$ cat src/rtl/qdac_pkg.sv
`timescale 1ns/1ps
package qdac_pkg;
  localparam int FRAME_W = 16;
  localparam int CMD_W   = 4;
  localparam int DATA_W  = 12;
  localparam int NCH     = 4;
  localparam int GPIO_W  = 2;
  localparam int GPIO_RD_BIT = 11;

  typedef struct packed {
    logic [CMD_W-1:0]  cmd;
    logic [DATA_W-1:0] data;
  } frame_t;

  localparam logic [CMD_W-1:0] CMD_IN_BASE   = 4'h0;
  localparam logic [CMD_W-1:0] CMD_BOTH_BASE = 4'h4;
  localparam logic [CMD_W-1:0] CMD_ACT_BASE  = 4'h8;
  localparam logic [CMD_W-1:0] CMD_COPY      = 4'hC;
  localparam logic [CMD_W-1:0] CMD_MODE      = 4'hD;
  localparam logic [CMD_W-1:0] CMD_SHDN      = 4'hE;
  localparam logic [CMD_W-1:0] CMD_GPIO      = 4'hF;

  function automatic logic [DATA_W-1:0] pu_code(input logic [1:0] sel);
    case (sel)
      2'b00:   return '0;
      2'b10:   return '1;
      default: return {1'b1, {(DATA_W-1){1'b0}}};
    endcase
  endfunction
endpackage

$ cat src/rtl/qdac_serial_rx.sv
`timescale 1ns/1ps
module qdac_serial_rx #(
  parameter int FRAME_W = 16
) (
  input  logic               clk_i,
  input  logic               rst_ni,
  input  logic               edge_rise_i,
  input  logic               cs_ni,
  input  logic               sclk_i,
  input  logic               sdi_i,
  input  logic               load_i,
  input  logic [FRAME_W-1:0] load_val_i,
  output logic               sdo_o,
  output logic               frm_valid_o,
  output logic [FRAME_W-1:0] frm_o
);
  localparam int CNT_W = $clog2(FRAME_W + 2);
  localparam logic [CNT_W-1:0] CNT_FULL = CNT_W'(FRAME_W);
  localparam logic [CNT_W-1:0] CNT_OVER = CNT_W'(FRAME_W + 1);

  logic [1:0] cs_sync, sclk_sync, sdi_sync;
  logic       cs_d, sclk_d;
  logic [CNT_W-1:0]   cnt_q;
  logic [FRAME_W-1:0] sh_q;

  always_ff @(posedge clk_i or negedge rst_ni) begin
    if (!rst_ni) begin
      cs_sync   <= 2'b11;
      sclk_sync <= 2'b00;
      sdi_sync  <= 2'b00;
      cs_d      <= 1'b1;
      sclk_d    <= 1'b0;
    end else begin
      cs_sync   <= {cs_sync[0], cs_ni};
      sclk_sync <= {sclk_sync[0], sclk_i};
      sdi_sync  <= {sdi_sync[0], sdi_i};
      cs_d      <= cs_sync[1];
      sclk_d    <= sclk_sync[1];
    end
  end

  logic cap, shift, cs_rise;
  assign cap     = edge_rise_i ? (sclk_sync[1] & ~sclk_d) : (~sclk_sync[1] & sclk_d);
  assign shift   = cap & ~cs_sync[1];
  assign cs_rise = cs_sync[1] & ~cs_d;

  always_ff @(posedge clk_i or negedge rst_ni) begin
    if (!rst_ni) begin
      cnt_q       <= '0;
      sh_q        <= '0;
      frm_valid_o <= 1'b0;
    end else begin
      frm_valid_o <= cs_rise && (cnt_q == CNT_FULL);
      if (cs_rise) cnt_q <= '0;
      else if (shift && cnt_q != CNT_OVER) cnt_q <= cnt_q + 1'b1;
      if (load_i) sh_q <= load_val_i;
      else if (shift) sh_q <= {sh_q[FRAME_W-2:0], sdi_sync[1]};
    end
  end

  assign sdo_o = sh_q[FRAME_W-1];
  assign frm_o = sh_q;
endmodule

$ cat src/rtl/qdac_chan.sv
`timescale 1ns/1ps
module qdac_chan #(
  parameter int REG_W    = 12,
  parameter int DAC_BITS = 12
) (
  input  logic                clk_i,
  input  logic                rst_ni,
  input  logic                init_i,
  input  logic [REG_W-1:0]    init_val_i,
  input  logic                wr_in_i,
  input  logic                wr_act_i,
  input  logic                copy_i,
  input  logic [REG_W-1:0]    data_i,
  output logic [REG_W-1:0]    in_o,
  output logic [DAC_BITS-1:0] code_o
);
  logic [REG_W-1:0]    in_q;
  logic [DAC_BITS-1:0] act_q;

  always_ff @(posedge clk_i or negedge rst_ni) begin
    if (!rst_ni) begin
      in_q  <= '0;
      act_q <= '0;
    end else if (init_i) begin
      in_q  <= init_val_i;
      act_q <= init_val_i[REG_W-1 -: DAC_BITS];
    end else begin
      if (wr_in_i) in_q <= data_i;
      if (wr_act_i)    act_q <= data_i[REG_W-1 -: DAC_BITS];
      else if (copy_i) act_q <= in_q[REG_W-1 -: DAC_BITS];
    end
  end

  assign in_o   = in_q;
  assign code_o = act_q;
endmodule

$ cat src/rtl/qdac_ctrl.sv
`timescale 1ns/1ps
module qdac_ctrl
  import qdac_pkg::*;
#(
  parameter int DAC_BITS = 12
) (
  input  logic                    clk_i,
  input  logic                    rst_ni,
  input  logic                    edge_rise_i,
  input  logic [1:0]              pu_sel_i,
  input  logic                    cs_ni,
  input  logic                    sclk_i,
  input  logic                    sdi_i,
  output logic                    sdo_o,
  input  logic [GPIO_W-1:0]       gpio_i,
  output logic [GPIO_W-1:0]       gpio_o,
  output logic [GPIO_W-1:0]       gpio_oe_o,
  output logic                    fast_o,
  output logic [NCH-1:0]          sd_hiz_o,
  output logic [NCH*DAC_BITS-1:0] code_o
);
  logic init_q, edge_q;
  logic [GPIO_W-1:0] gpio_s1, gpio_s2;

  // init_q stays high through reset and the first clock after it; straps load then
  always_ff @(posedge clk_i or negedge rst_ni) begin
    if (!rst_ni) begin
      init_q  <= 1'b1;
      edge_q  <= 1'b1;
      gpio_s1 <= '0;
      gpio_s2 <= '0;
    end else begin
      init_q  <= 1'b0;
      if (init_q) edge_q <= edge_rise_i;
      gpio_s1 <= gpio_i;
      gpio_s2 <= gpio_s1;
    end
  end

  logic               frm_valid;
  logic [FRAME_W-1:0] frm_raw;
  frame_t             frm;
  logic               rd_load;
  logic [FRAME_W-1:0] rd_val;

  assign frm     = frame_t'(frm_raw);
  assign rd_load = frm_valid && frm.cmd == CMD_GPIO && frm.data[GPIO_RD_BIT];
  assign rd_val  = {CMD_GPIO, {(DATA_W-GPIO_W){1'b0}}, gpio_s2};

  qdac_serial_rx #(.FRAME_W(FRAME_W)) u_rx (
    .clk_i       (clk_i),
    .rst_ni      (rst_ni),
    .edge_rise_i (init_q ? edge_rise_i : edge_q),
    .cs_ni       (cs_ni),
    .sclk_i      (sclk_i),
    .sdi_i       (sdi_i),
    .load_i      (rd_load),
    .load_val_i  (rd_val),
    .sdo_o       (sdo_o),
    .frm_valid_o (frm_valid),
    .frm_o       (frm_raw)
  );

  logic [DATA_W-1:0]     init_val;
  logic [NCH*DATA_W-1:0] in_code;
  logic                  copy_all;

  assign init_val = pu_code(pu_sel_i);
  assign copy_all = frm_valid && frm.cmd == CMD_COPY;

  for (genvar c = 0; c < NCH; c++) begin : g_ch
    logic wr_in, wr_both, wr_act;
    assign wr_in   = frm_valid && frm.cmd == CMD_IN_BASE   + CMD_W'(c);
    assign wr_both = frm_valid && frm.cmd == CMD_BOTH_BASE + CMD_W'(c);
    assign wr_act  = frm_valid && frm.cmd == CMD_ACT_BASE  + CMD_W'(c);

    qdac_chan #(.REG_W(DATA_W), .DAC_BITS(DAC_BITS)) u_chan (
      .clk_i      (clk_i),
      .rst_ni     (rst_ni),
      .init_i     (init_q),
      .init_val_i (init_val),
      .wr_in_i    (wr_in | wr_both),
      .wr_act_i   (wr_act | wr_both),
      .copy_i     (copy_all),
      .data_i     (frm.data),
      .in_o       (in_code[c*DATA_W +: DATA_W]),
      .code_o     (code_o[c*DAC_BITS +: DAC_BITS])
    );
  end

  always_ff @(posedge clk_i or negedge rst_ni) begin
    if (!rst_ni) begin
      fast_o    <= 1'b0;
      sd_hiz_o  <= '0;
      gpio_o    <= '0;
      gpio_oe_o <= '0;
    end else if (frm_valid) begin
      if (frm.cmd == CMD_MODE) fast_o <= frm.data[0];
      if (frm.cmd == CMD_SHDN) sd_hiz_o <= frm.data[NCH-1:0];
      if (frm.cmd == CMD_GPIO && !frm.data[GPIO_RD_BIT]) begin
        gpio_o    <= frm.data[GPIO_W-1:0];
        gpio_oe_o <= frm.data[2*GPIO_W-1:GPIO_W];
      end
    end
  end
endmodule

$ cat config.mk
export PLATFORM = sky130hd
export DESIGN_NAME = qdac_ctrl
export DESIGN_NICKNAME = d
export VERILOG_FILES = /design/src/rtl/qdac_pkg.sv /design/src/rtl/qdac_serial_rx.sv /design/src/rtl/qdac_chan.sv /design/src/rtl/qdac_ctrl.sv
export SDC_FILE = /design/constraint.sdc
export NUM_CORES = 1
export LEC_CHECK = 0
export ABC_AREA = 1
export CORE_MARGIN = 3
export CORE_UTILIZATION = 48
export DETAILED_ROUTE_END_ITERATION = 7
export DONT_BUFFER_PORTS = 1
export HOLD_SLACK_MARGIN = 0.15
export PLACE_DENSITY = 0.6
export SLEW_MARGIN = 10
export SYNTH_ARGS = -nofsm -noshare
export SYNTH_HDL_FRONTEND = slang
export SYNTH_HIERARCHICAL = 1
export SYNTH_SLANG_ARGS = --single-unit
$ cat constraint.sdc
create_clock -name clk_i -period 4.4 [get_ports clk_i]
set_clock_uncertainty 0.05 [all_clocks]
set_input_delay 0.22 -clock clk_i [delete_from_list [all_inputs] [get_ports clk_i]]
set_output_delay 0.22 -clock clk_i [all_outputs]
set_load 0.03 [all_outputs]
==> results.md <==
* Clock transition at the registers of the reported paths at 60 ps
* Distinct cells, synth at 30
* Tot Pwr at 0.00358 W
* Multi-input logic area at 2980 µm²
* Hold_ws at 215 ps
* Antenna fix cells at 0
* Die area at approximately 17,000 µm²
* Sum of negative setup slack at 0 ps
* I/O Buffers at 0
* Die X at ~130 µm
* First-pass GRT wire length at just over 30,000 µm
* Share of cells above drive strength 1 at 9.24%
* Place WS at between 1500 and 2000 ps
* CP required at 4690 ps
* Die Ht at 131 µm
* Vias in the first global route at 5,843
* Post-DP HPWL at ~12,000 µm
* Peak VDD IR at 0.285 mV
* Sequential element share of the synthesized area at 46.9%
* Gpl congestion at just over 0.8
* Layout area overhead at 9.30%
* Max incr delay on CP at 910 ps
* Max-cap viol count at 0
* Max Transition Viols Final at 0
* Max clock buf depth at 2
* Via density at 5.03
* Flops & latches, synth at 141
* Post-synth EDFFs at 0
* Pleak at 4.28 nW
* Mapped Area at about 7500 µm²
* Final Net Count at 1,007
* Synth Instances at approximately 1,000
* Io pins at 68
* CTS H-Tree Depth at 4
* Final hold vios at 0
* DRT antenna net count at 0
* Vias at 6,123
* Row Count at 45
* CP startpoint kind: flip-flop
* Initial antenna violation count at 0
* Inserted Clock Buffers at 17
* GRT Total Usage at 22.3%
* Rel. slew slack at 23.3%
* Most common cell on crit path: nor2_1
* Yosys warns at 6
* Later-pin clock latency in the skew report at 420 ps
* Minimum clock period after layout at 2860 ps
* Family with the most delay on the worst path: simple AND/OR/NAND/NOR gates
* Crit-path slowest cell: nor2_1
* CP cell instances: xnor2_1, nor2_1, nor2_4, nand2_1, nor2_1, a21oi_1
* TritonRoute pass-1 iters at 5
* Endpoint class of the critical path: flip-flop
* Seq. cell area at between 3000 and 4000 µm²
* Type of the worst min-delay path: primary input to flip-flop
* Crit Path Max Fanout at 14
* 1st-iter DRT viols at 510
* PD cells at 435 nW/µm²
* Core Region at 15,300 µm²
* Wire per inst at 15.3 µm
* Period utilization at 65.0%
* Starting Density at approximately 49%
* Crit Path Class: flip-flop to flip-flop
* Setup-failing EPs final at 0
* Worst Tran Pin Value at 1150 ps
* Root buffer cell: clkbuf_16
* Global route overflow at 0
* Final worst setup slack at 1540 ps
* WL final at 18,600 µm
* Sink Count at roughly 140
* Post-cts sizing count at 0
* Avg Inst Size Synth at 7.63 µm²
* Ys async rst share at 100%
* CP arrival at 3150 ps
* Max Freq at 350 MHz
* Post-Layout Inst Area at between 8000 and 9000 µm²
* Post-placement cell area at 7570 µm²
* Crit path buffers/inverters at 0
* Residual DRC at 0
* TritonCTS clock tree: built
* Fillers at 1,481
* Top_reg_cell synth: dfrtp_1
* Largest net degree at the start of global routing at 142
* Unrepaired setup endpoints after global routing: false
* Status: finished clean
[stage by stage]
step	utilization, %	std cells
2_1_floorplan	-	1001
6_report	54.0	1218
3_5_place_dp	49.6	1178
4_1_cts	54.0	1218
5_1_grt	54.0	1218
3_3_place_gp	49.6	1178
[cell families after synthesis]
family / Yosys count / synth area share [%]
buffers and inverters: 236 / 14.2
AND/OR/NAND/NOR: 383 / 22.3
other: 2 / 0.0997
adder cells (fa/ha/maj): 3 / 0.498
AO/OA/AOI/OAI: 221 / 15.8
flip-flops: 141 / 46.9
XOR/XNOR: 1 / 0.116
multiplexers: 1 / 0.149
[tightest hold or removal path: cells and delay by family]
kind,cells,cell delay (ps)
AOI/OAI and AO/OA,2,100
and+or+nand+nor,2,250
buffers and inverters,1,80
[per-layer routing]
metal  up-vias  wire (µm)  track usage [%]
met1      2868       8730             31.2
met4         0        305             7.29
met5         -          0                0
li1       3086          -                -
met3        21        830             4.75
met2       148       8730             35.0
[placed cells by master (no fill, tap or decap)]
cell type and count:
dfrtp_1 136, nand2_8 1, nand3_2 4, clkbuf_16 17, conb_1 15, o21ai_0 51, nor2_2 1, nand2_2 6
mux2_2 1, nand2_4 3, or2_2 1, nand3_4 1, o31ai_1 12, clkinv_4 2, clkinv_2 6, nand2_1 218
inv_6 1, dfstp_2 5, clkbuf_8 3, nor2_4 6, nand4_1 6, nor3_2 1, bufinv_16 1, a21oi_1 144
nor2_1 72, clkinvlp_4 2, ha_1 3, buf_4 8, nand3_1 63, buf_16 1, dlygate4sd3_1 7, xnor2_1 1
inv_2 8, o21ai_2 14, clkbuf_1 1, inv_1 185
[worst paths after layout]
path | startpoint | end | slack (ps) | depth (start not counted)
setup / recovery | u_rx/frm_o[15]$_DFFE_PN0P_ | g_ch[0].u_chan/code_o[3]$_DFFE_PN0P_ | 1540 | 6
hold / removal | pu_sel_i[0] | g_ch[2].u_chan/in_o[11]$_DFFE_PN0P_ | 210 | 5
setup reg to reg | u_rx/frm_o[15]$_DFFE_PN0P_ | g_ch[0].u_chan/code_o[3]$_DFFE_PN0P_ | 1540 | 6
hold reg to reg | gpio_s1[1]$_DFF_PN0_ | gpio_s2[1]$_DFF_PN0_ | 300 | 0
max in group asynchronous | rst_ni | g_ch[3].u_chan/code_o[6]$_DFFE_PN0P_ | 3370 | 2
min in group asynchronous | rst_ni | g_ch[2].u_chan/in_o[2]$_DFFE_PN0P_ | 390 | 2
[report_power, final]
part	internal, W	leakage [nW]	switching [W]	total, W
combinational	0.000168	2.26	0.000321	0.000489
sequential	0.00144	1.74	0.000292	0.00173
clock	0.000816	0.278	0.000548	0.00136
total	0.00242	4.28	0.00116	0.00358
[synthesized netlist by cell type (3+ instances only)]
library cell	number	share of area, %
nand2_1	218	11
inv_1	185	9.2
a21oi_1	144	9.6
dfrtp_1	136	45
nor2_1	73	3.6
nand3_1	63	4.2
o21ai_0	51	3.4
buf_4	21	2.1
o21ai_2	14	1.6
o31ai_1	12	1.2
buf_6	8	1.2
inv_2	8	0.40
clkbuf_1	6	0.30
nand2_2	6	0.50
nand4_1	6	0.50
nor2_4	6	0.90
buf_2	5	0.33
dfstp_2	5	1.7
nand3_2	4	0.53
ha_1	3	0.50
nand2_4	3	0.45
[state kept, by name (all words and copies together), names as in the netlist, 2 cells and up]
name                flops
u_rx/frm_o             16
u_rx/sdi_sync           2
g_ch.u_chan/code_o     48
u_rx/cnt_q              5
u_rx/cs_sync            2
gpio_s2                 2
u_rx/sclk_sync          2
gpio_s1                 2
sd_hiz_o                4
gpio_oe_o               2
g_ch.u_chan/in_o       48
gpio_o                  2
[layout make-up]
type	instances	area share, %
Clock inverter	11	1.12
Multi-Input combinational cell	624	36.2
Sequential cell	141	42.9
Clock buffer	21	5.71
Inverter	194	8.90
Timing Repair Buffer	16	1.91
Tap cell	211	3.21
[what timing repair did]
item,in CTS,in global routing
setup buffers,0,0
hold buffers,8,0
endpoints found under the hold margin,147,0
(Power assumes the default switching activity.)
